[config.mk]
export PLATFORM = sky130hd
export DESIGN_NAME = link_wake_ctrl
export DESIGN_NICKNAME = d
export VERILOG_FILES = /design/src/rtl/lwk_pkg.sv /design/src/rtl/lwk_sync2.sv /design/src/rtl/lwk_warm_det.sv /design/src/rtl/lwk_fsm.sv /design/src/rtl/link_wake_ctrl.sv
export SDC_FILE = /design/constraint.sdc
export NUM_CORES = 1
export LEC_CHECK = 0
export ABC_AREA = 1
export BUFFER_PORTS_ARGS = -buffer_cell sky130_fd_sc_hd__clkbuf_2
export CELL_PAD_IN_SITES_DETAIL_PLACEMENT = 1
export CELL_PAD_IN_SITES_GLOBAL_PLACEMENT = 1
export CORE_UTILIZATION = 43
export CTS_BUF_LIST = sky130_fd_sc_hd__clkbuf_2
export CTS_CLUSTER_SIZE = 30
export DETAILED_ROUTE_END_ITERATION = 8
export HOLD_SLACK_MARGIN = 0.1
export PLACE_DENSITY_LB_ADDON = 0.1
export SLEW_MARGIN = 20
export SYNTH_ARGS = -nofsm -noshare
export SYNTH_HDL_FRONTEND = slang
export SYNTH_SLANG_ARGS = --single-unit
[constraint.sdc]
create_clock -name clk -period 1.5 [get_ports clk]
set_input_delay 0.15 -clock clk [delete_from_list [all_inputs] [get_ports clk]]
set_output_delay 0.15 -clock clk [all_outputs]
set_load 0.05 [all_outputs]
[src/rtl/lwk_pkg.sv]
// Shared types for the link wake controller.
package lwk_pkg;
    typedef enum logic [2:0] {
        ST_LINK_UP       = 3'd0,
        ST_POWER_DOWN    = 3'd1,
        ST_WAKE_SIGNAL   = 3'd2,
        ST_WAIT_SYNC_LOW = 3'd3,
        ST_WAIT_WARM_RST = 3'd4
    } lwk_state_e;
endpackage

[src/rtl/lwk_sync2.sv]
// Two-flop synchroniser, W independent bits.
// Assumes: each bit is a level that may change at any time; no bus coherence is implied.
module lwk_sync2 #(
    parameter int W = 1
) (
    input  logic         clk,
    input  logic         rst_n,
    input  logic [W-1:0] d,
    output logic [W-1:0] q
);
    logic [W-1:0] meta;

    // Two register stages per bit to settle metastability.
    always_ff @(posedge clk) begin
        if (!rst_n) begin
            meta <= '0;
            q    <= '0;
        end else begin
            meta <= d;
            q    <= meta;
        end
    end
endmodule

[src/rtl/lwk_warm_det.sv]
// Warm-reset detector: reports a sync pulse that stayed high WARM_CYC cycles
// while the bit clock was idle. The report comes on the falling edge of the pulse.
// Assumes: inputs are already synchronised to clk.
module lwk_warm_det #(
    parameter int WARM_CYC = 100,
    parameter int IDLE_CYC = 8
) (
    input  logic clk,
    input  logic rst_n,
    input  logic sync_s,
    input  logic bclk_s,
    output logic warm
);
    localparam int HW = $clog2(WARM_CYC + 1);
    localparam int IW = $clog2(IDLE_CYC + 1);
    localparam logic [HW-1:0] HI_MAX   = HW'(WARM_CYC);
    localparam logic [IW-1:0] IDLE_MAX = IW'(IDLE_CYC);

    logic          bclk_d, sync_d;
    logic [IW-1:0] idle_cnt;
    logic [HW-1:0] hi_cnt;
    logic          bclk_idle;

    assign bclk_idle = (idle_cnt == IDLE_MAX);

    // Delayed copies for edge detection.
    always_ff @(posedge clk) begin
        if (!rst_n) begin
            bclk_d <= 1'b0;
            sync_d <= 1'b0;
        end else begin
            bclk_d <= bclk_s;
            sync_d <= sync_s;
        end
    end

    // Cycles since the last bit-clock edge, saturating at IDLE_CYC.
    always_ff @(posedge clk) begin
        if (!rst_n)                 idle_cnt <= '0;
        else if (bclk_s != bclk_d)  idle_cnt <= '0;
        else if (!bclk_idle)        idle_cnt <= idle_cnt + 1'b1;
    end

    // Sync high time with the bit clock idle, saturating at WARM_CYC.
    always_ff @(posedge clk) begin
        if (!rst_n)                   hi_cnt <= '0;
        else if (!sync_s || !bclk_idle) hi_cnt <= '0;
        else if (hi_cnt != HI_MAX)    hi_cnt <= hi_cnt + 1'b1;
    end

    assign warm = sync_d && !sync_s && (hi_cnt == HI_MAX);

    AST_WARM_NEEDS_IDLE: assert property (@(posedge clk) disable iff (!rst_n)
        (hi_cnt != '0) |-> $past(bclk_idle));
    AST_WARM_ON_FALL: assert property (@(posedge clk) disable iff (!rst_n)
        warm |-> $past(sync_s) && $past(hi_cnt != '0));
endmodule

[src/rtl/lwk_fsm.sv]
// Link power state machine with the two wake-signalling paths.
// Assumes: sync_s is synchronised, warm is a single-cycle report, and
// wake_evt / control inputs are synchronous to clk.
module lwk_fsm
    import lwk_pkg::*;
(
    input  logic clk,
    input  logic rst_n,
    input  logic pd_req,
    input  logic wake_en,
    input  logic route_sdin,
    input  logic irq_clr,
    input  logic wake_evt,
    input  logic sync_s,
    input  logic warm,
    output logic wake_irq,
    output logic sdin_force,
    output logic link_up
);
    lwk_state_e state, state_nx;
    logic       wake_ok;
    logic       irq_set;

    assign wake_ok = (state == ST_POWER_DOWN) && wake_en && wake_evt && !warm;
    assign irq_set = wake_ok && !route_sdin;

    // Next-state selection.
    always_comb begin
        state_nx = state;
        unique case (state)
            ST_LINK_UP:       if (pd_req) state_nx = ST_POWER_DOWN;
            ST_POWER_DOWN: begin
                if (warm)         state_nx = ST_LINK_UP;
                else if (wake_ok) state_nx = route_sdin ? ST_WAKE_SIGNAL : ST_WAIT_WARM_RST;
            end
            ST_WAKE_SIGNAL:   if (sync_s) state_nx = ST_WAIT_SYNC_LOW;
            ST_WAIT_SYNC_LOW: if (!sync_s) state_nx = warm ? ST_LINK_UP : ST_WAIT_WARM_RST;
            ST_WAIT_WARM_RST: if (warm) state_nx = ST_LINK_UP;
            default:          state_nx = ST_LINK_UP;
        endcase
    end

    // State register.
    always_ff @(posedge clk) begin
        if (!rst_n) state <= ST_LINK_UP;
        else        state <= state_nx;
    end

    // Sticky interrupt; a set in the same cycle as a clear wins.
    always_ff @(posedge clk) begin
        if (!rst_n)       wake_irq <= 1'b0;
        else if (irq_set) wake_irq <= 1'b1;
        else if (irq_clr) wake_irq <= 1'b0;
    end

    assign sdin_force = (state == ST_WAKE_SIGNAL) || (state == ST_WAIT_SYNC_LOW);
    assign link_up    = (state == ST_LINK_UP);

    AST_PD_ENTRY: assert property (@(posedge clk) disable iff (!rst_n)
        (link_up && pd_req) |=> !link_up);
    AST_IRQ_STICKY: assert property (@(posedge clk) disable iff (!rst_n)
        (wake_irq && !irq_clr) |=> wake_irq);
    AST_FORCE_RELEASE: assert property (@(posedge clk) disable iff (!rst_n)
        $fell(sdin_force) |-> $past(!sync_s) && !link_up || $past(warm));
    AST_UP_BY_WARM: assert property (@(posedge clk) disable iff (!rst_n)
        $rose(link_up) |-> $past(warm));
    AST_NO_WAKE_WHEN_UP: assert property (@(posedge clk) disable iff (!rst_n)
        link_up |=> !sdin_force && !$rose(wake_irq));
endmodule

[src/rtl/link_wake_ctrl.sv]
// Top of the serial link wake controller: synchronises sync and bit clock,
// detects warm resets and runs the link power state machine.
// Assumes: clk is free-running and keeps running while the link is down.
module link_wake_ctrl #(
    parameter int WARM_CYC = 100,
    parameter int IDLE_CYC = 8
) (
    input  logic clk,
    input  logic rst_n,
    input  logic pd_req,
    input  logic wake_en,
    input  logic route_sdin,
    input  logic irq_clr,
    input  logic wake_evt,
    input  logic sync_in,
    input  logic bclk_in,
    output logic wake_irq,
    output logic sdin_force,
    output logic link_up
);
    logic sync_s, bclk_s, warm;

    lwk_sync2 #(.W(2)) u_sync (
        .clk   (clk),
        .rst_n (rst_n),
        .d     ({sync_in, bclk_in}),
        .q     ({sync_s, bclk_s})
    );

    lwk_warm_det #(.WARM_CYC(WARM_CYC), .IDLE_CYC(IDLE_CYC)) u_warm (
        .clk    (clk),
        .rst_n  (rst_n),
        .sync_s (sync_s),
        .bclk_s (bclk_s),
        .warm   (warm)
    );

    lwk_fsm u_fsm (
        .clk        (clk),
        .rst_n      (rst_n),
        .pd_req     (pd_req),
        .wake_en    (wake_en),
        .route_sdin (route_sdin),
        .irq_clr    (irq_clr),
        .wake_evt   (wake_evt),
        .sync_s     (sync_s),
        .warm       (warm),
        .wake_irq   (wake_irq),
        .sdin_force (sdin_force),
        .link_up    (link_up)
    );
endmodule

==> impl_results.md, run 1 <==
* Wirelength per Cell at about 11 um
* Max-slew violations at 0
* CTS root buf: clkbuf_2
* Reg2Reg Depth at 10
* Detail Route Antenna Nets at 0
* Vias at 884
* Mapped Avg Cell Area at 7.51 um^2
* Final WL at 1980 um
* Die span in x at 51.3 um
* Die H at approximately 51 um
* CP required at 1.35 ns
* All-layer global routing usage at 0.179
* Worst Skew at roughly 0.0083 ns
* FMAX at 701 MHz
* Share of cells above drive strength 1 at 0.200
* Crit path cell chain: nor2_2 > nand2_1 > o21ai_1 > clkbuf_8
* Yosys cell types at 25
* Clock Path Buffers at 2
* P&R area growth vs syn at 13.4%
* Post-synthesis sequential area ratio at 0.403
* Critical path startpoint category: flop
* Syn_nets at 152
* Setup bufs post-CTS at 0
* CP startpoint: u_fsm.state[2]
* Crit Path Max Fanout at 3
* Initial antenna violation count at 0
* Status: complete, no violations
* CP Capture Point: sdin_force
* Actual slew at the worst max-slew pin at approximately 0.26 ns
* CP Class: flop to output port
* Critical Path AT at 1.28 ns
* Synth area leader: dfxtp_1
* First-iteration detailed-routing DRC count at 5
* Final setup violating endpoints at 0
* H-tree depth at 1
* Hold crit path type: input pin to flop
* Synth top area share at 0.403
* RD Place Congestion at 0.751
* Worst flop-to-flop path endpoint: u_fsm.state[0]
* #FFs+latches synth at 21
* NumNets Final at 169
* DR pass1 iterations at 4
* DRC at 0
* Cell Area, Synth at between 0.001 and 0.0015 mm^2
* Top cells by area, synth: dfxtp_1 40%, nand2_1 12%, inv_1 7.9%
* Ant. Diodes at 0
* Period utilization at 0.951
* Crit path max-delay cell type: dfxtp_1
* I/O Pins at 12
* Power per cell area at 1440 mW/mm^2
* YS warnings at 0
* Leak Pwr at 0.541 nW
* Pre-CTS setup slack at 0.140 ns
* Worst slew margin at 0.824
* Clk_lat worst skew at 0.33 ns
* Crit end category: output port
* R2r setup slk at 0.12 ns
* Clk pin slew, worst setup/hold paths at 0.21 ns
* Total CTS buffers at 3
* First-pass GRT wire length at 3530 um
* Total gr overflow at 0
* Setup tns final at 0 ns
* Fin crit period at 1.43 ns
* Die area at 0.00263 mm^2
* Clk sinks at 21
* Max-cap violations at 0
* Total core area at 0.00225 mm^2
* Initial Util at 0.463
* I/O Buffers at 11
* Dpl hpwl at 1570 um
* FP Rows at 17
* Vias/cell at 4.83
* Fin worst setup slack at 0.0733 ns
* Hold Fails Final Rpt at 0
* Critical R2R Launch: u_warm.hi_cnt[0]
* Number of global-route vias before repair at 888
* Synthesized instance count at 139
* CTS tree: built
* Peak VDD IR at 0.000850 V
* RSZ-0062 raised after global routing: no
* Delay of the slowest cell on the worst path at 0.38 ns
* Pin count of the biggest net entering global routing at 13
[cell usage after synthesis (all sizes together)]
library cell / instances
ha: 4
nand2: 33
nor3: 7
inv: 24
nor2: 20
nor3b: 1
dfxtp: 21
nand3b: 1
a21oi: 7
xor2: 2
xnor2: 3
buf: 2
nand3: 6
nand4: 2
o21a: 1
a211oi: 1
o21bai: 1
o21ai: 3
[sequential cells by signal, indices dropped and copies added (netlist names)]
signal,cells
u_warm.hi_cnt,7
u_sync.meta,2
u_fsm.state,3
u_warm.bclk_d,1
u_warm.sync_d,1
u_fsm.wake_irq,1
u_sync.q,2
u_warm.idle_cnt,4
[layout by cell type, fill, tap and decap left out, types with 4 or more instances in the layout]
cell type,n
dfxtp_1,18
inv_1,21
nor3_1,7
clkbuf_2,12
ha_1,4
nor2_1,15
a21oi_1,7
nand2_1,31
[final cells by class]
type                    instances  area [um^2]
fillers                       302         1070
multi-input cells              92          515
flip-flops and latches         21          427
repair buffers                 14         96.3
inverters                      24         90.1
well taps                      28         35.0
clock buffers                   3         15.0
clock inverters                 1         5.00
[worst min-delay path by stage]
| stage | from | endpoint | depth (start not counted) | slack (ns) |
|---|---|---|---|---|
| 2_1_floorplan | bclk_in | u_sync.meta[0] | 2 | 0.25 |
| 3_3_place_gp | sync_in | u_sync.meta[1] | 3 | 0.33 |
| 6_report | rst_n | u_warm.bclk_d | 3 | 0.13 |
| 5_1_grt | rst_n | u_sync.meta[0] | 3 | 0.14 |
| 3_5_place_dp | bclk_in | u_sync.meta[0] | 3 | 0.34 |
| 4_1_cts | rst_n | u_warm.bclk_d | 3 | 0.11 |
[per-stage QoR]
stage / util / instances / total power [mW] / hold WS [ns] / instance area (um^2)
global placement: 0.493 / 176 / 1.38 / 0.332 / 1110
detailed placement: 0.493 / 176 / 1.40 / 0.344 / 1110
global route: 0.525 / 183 / 1.83 / 0.136 / 1180
floorplan: - / 139 / 1.30 / 0.248 / 1040
CTS: 0.522 / 183 / 1.69 / 0.113 / 1180
finish: 0.525 / 183 / 1.70 / 0.132 / 1180
[where the power goes]
group          switching (mW)  total [mW]  internal (mW)
clock network           0.179       0.239         0.0604
logic                   0.489       0.758          0.269
registers              0.0770       0.705          0.628
[per-layer routing]
layer	vias up	track usage	share of wire	wire length [um]
li1	466	-	-	-
met4	0	0.0676	0.011	21
met1	407	0.214	0.47	936
met5	-	0	0	0
met2	9	0.314	0.50	983
met3	2	0.0357	0.020	40
[critical path: cells and delay by family, from the launching register on]
kind                   cells  cell delay, ns
AOI/OAI and AO/OA          1            0.09
and+or+nand+nor            2            0.27
DFF                        1            0.38
buffers and inverters      1            0.20
[cell families after synthesis]
logic type                 after synthesis  synth area share
adders and majority gates                4            0.0480
AOI/OAI and AO/OA                       13            0.0695
DFF                                     21             0.403
xor gates and xnor gates                 5            0.0420
buffers and inverters                   26             0.108
and+or+nand+nor                         70             0.330
[timing repair]
action	CTS	global route
hold endpoints to repair	3	0
cloned	0	0
resized for setup	5	6
pin swaps	0	0
setup endpoints to repair	1	3
hold buffers	3	0
No activity file was read; power rests on OpenSTA's default activity.
==> run 2, diff against run 1 <==
--- a/config.mk
+++ b/config.mk
@@ -17,3 +17,2 @@
 export PLACE_DENSITY_LB_ADDON = 0.1
-export SLEW_MARGIN = 20
 export SYNTH_ARGS = -nofsm -noshare
==> constraint.sdc (replaced) <==
create_clock -name clk -period 1.5 [get_ports clk]
set_input_delay 0.075 -clock clk [delete_from_list [all_inputs] [get_ports clk]]
set_output_delay 0.075 -clock clk [all_outputs]
set_load 0.05 [all_outputs]
==> run 2 against run 1 <==
Against the previous run:
- worst hold slack improved by 0.060 ns
- die area unchanged
- clock skew is 0.00072 ns lower
- sequential power is 2% lower
- global-route usage is 0.19 points higher
- via count is 0.45% higher
- final cell count up 2.2%
- clock-buffer cell count unchanged
- critical path depth stayed put
- non-clock buffer count increased by 4
- critical endpoint unchanged
- largest power group unchanged
- highest routed layer unchanged
==> impl_results.md, run 2 (synthesized netlist as in run 1, its figures left out) <==
* Status: complete, no violations
* Peak VDD IR at 0.000864 V (+1.7%)
* NumNets Final at 173 (+2.4%)
* Worst Skew at 0.00762 ns (-0.000717 ns)
* Power per cell area at 1380 mW/mm^2 (-4.3%)
* Met1 wire length at 973 um (+4.0%)
* Non-filler cells, final at 187 (+2.2%)
* Fin area at 0.00121 mm^2 (+2.2%)
* First-iteration detailed-routing DRC count at 6 (+1)
* Crit path max-delay cell type: dfxtp_1
* H-tree depth at 1 (unchanged)
* First-pass GRT wire length at 3570 um (+0.99%)
* Buffers and inverters on the worst path at 1 (unchanged)
* Top Layer Used: met4
* Hold Worst Slack at 0.192 ns (+0.0595 ns)
* Setup tns final at 0 ns (unchanged)
* Wirelength per Cell at 10.7 um (-1.3%)
* Hold Fails Final Rpt at 0 (unchanged)
* WL met2 at 965 um (-1.8%)
* Clk_lat worst skew at 0.33 ns (about the same)
* Die span in x at 51.3 um (unchanged)
* Vias at 888 (+0.45%)
* Die area at 0.00263 mm^2 (unchanged)
* Crit Path Max Fanout at 5 (+2)
* Inst Count DP at 176 (unchanged)
* Critical path startpoint category: flop
* Crit end category: output port
* CP top delay family: flip-flops
* I/O Buffers at 11 (unchanged)
* Pin count of the biggest net entering global routing at 13 (unchanged)
* Hold crit path type: input pin to flop
* Number of global-route vias before repair at 897 (+1.0%)
* CP required at 1.42 ns (+0.07 ns)
* Vias/cell at 4.75 (-1.7%)
* FMAX at 714 MHz (+1.8%)
* Total CTS buffers at 3 (unchanged)
* Ant. Diodes at 0 (unchanged)
* Fin crit period at 1.40 ns (-0.0254 ns)
* Commonest non-fill, non-tap cell in the layout: nand2_1
* Post-place instance area at 0.00111 mm^2 (unchanged)
* DR pass1 iterations at 2 (-2)
* Period utilization at 0.934 (-0.0170)
* Critical Path AT at 1.33 ns (+0.05 ns)
* I/O Pins at 12 (unchanged)
* Clock Path Buffers at 2 (unchanged)
* FP Rows at 17 (unchanged)
* Share of cells above drive strength 1 at 0.170 (-0.0302)
* Final WL at 2000 um (+0.81%)
* Clk pin slew, worst setup/hold paths at 0.21 ns (about the same)
* Top reg by flops: u_warm.hi_cnt
* CP Class: flop to output port
* Max-slew violations at 0 (unchanged)
* Clk sinks at 21 (unchanged)
* CTS root buf: clkbuf_2
* Actual slew at the worst max-slew pin at 0.262 ns (+0.000000119 ns)
* Die H at 51.3 um (unchanged)
* Detail Route Antenna Nets at 0 (unchanged)
* Dpl hpwl at 1570 um (unchanged)
* RD Place Congestion at 0.751 (unchanged)
* Initial antenna violation count at 0 (unchanged)
* CTS tree: built
* Crit path cell chain: nor2_1 > nand2_1 > o21ai_1 > buf_6
* Worst slew margin at 0.824 (about the same)
* Final setup violating endpoints at 0 (unchanged)
* RSZ-0062 raised after global routing: yes
* Total core area at 0.00225 mm^2 (unchanged)
* All-layer global routing usage at 0.181 (+0.00187)
* Total gr overflow at 0 (unchanged)
* Detailed-routed wire length on met3 at 37 um (-7.5%)
* Leak Pwr at 0.553 nW (+2.1%)
* Delay of the slowest cell on the worst path at 0.40 ns (+0.02 ns)
* Biggest regs: u_warm.hi_cnt x7, u_warm.idle_cnt x4, u_fsm.state x3
* Most frequent cells in the layout: 32 x nand2_1, 22 x inv_1, 19 x dfxtp_1, 16 x nor2_1, 13 x clkbuf_2
* Final Power at 1.67 mW (-2.2%)
* P&R area growth vs syn at 15.9%
* Largest register FFs at 7 (unchanged)
* Max-cap violations at 0 (unchanged)
* Initial Util at 0.463 (unchanged)
* DRC at 0 (unchanged)
run 2: path summary, 6_finish.rpt:
kind,start,slack [ns],to,depth (start not counted)
min,wake_en,0.19,u_fsm.state[2],6
max,u_fsm.state[0],0.1,sdin_force,4
max reg2reg,u_warm.hi_cnt[0],0.13,u_fsm.state[0],10
min reg2reg,u_sync.meta[1],0.44,u_sync.q[1],2
run 2: per-stage QoR:
stage                     utilization  setup WS [ns]
after floorplan                     -          0.202
after global placement          0.493          0.215
after detailed placement        0.493          0.140
after CTS                       0.533         0.0119
after global routing            0.537       -0.00576
final                           0.537         0.0987
run 2: timing repair:
| action | 4_1_cts | 5_1_grt |
|---|---|---|
| endpoints found under the setup margin | 1 | 2 |
| gates resized for setup | 1 | 5 |
| setup buffers | 0 | 0 |
| hold buffers | 7 | 0 |
| endpoints found under the hold margin | 10 | 0 |
run 2: where the power goes:
group	switching (mW)	leakage (nW)	internal, mW	total [mW]
registers	0.0705	0.172	0.619	0.689
clock network	0.178	0.0164	0.0604	0.238
logic	0.488	0.364	0.250	0.738
total	0.736	0.553	0.929	1.67
run 2: cell type report:
type	instances	area [um^2]
fill	296	1040
tap	28	35.0
inverter	24	90.1
timing repair buffer	18	131
multi-input combinational	92	510
sequential	21	423
clock inverter	1	5.00
clock buffer	3	15.0
run 2: per-layer routing:
layer	track usage	up-vias
li1	-	470
met4	0.0676	0
met5	0	-
met3	0.0357	2
met2	0.325	9
met1	0.210	407
run 2: tightest hold or removal path: cells and delay by family:
kind	cells	cell delay (ns)
AND/OR/NAND/NOR	5	0.35
buffers and inverters	1	0.07
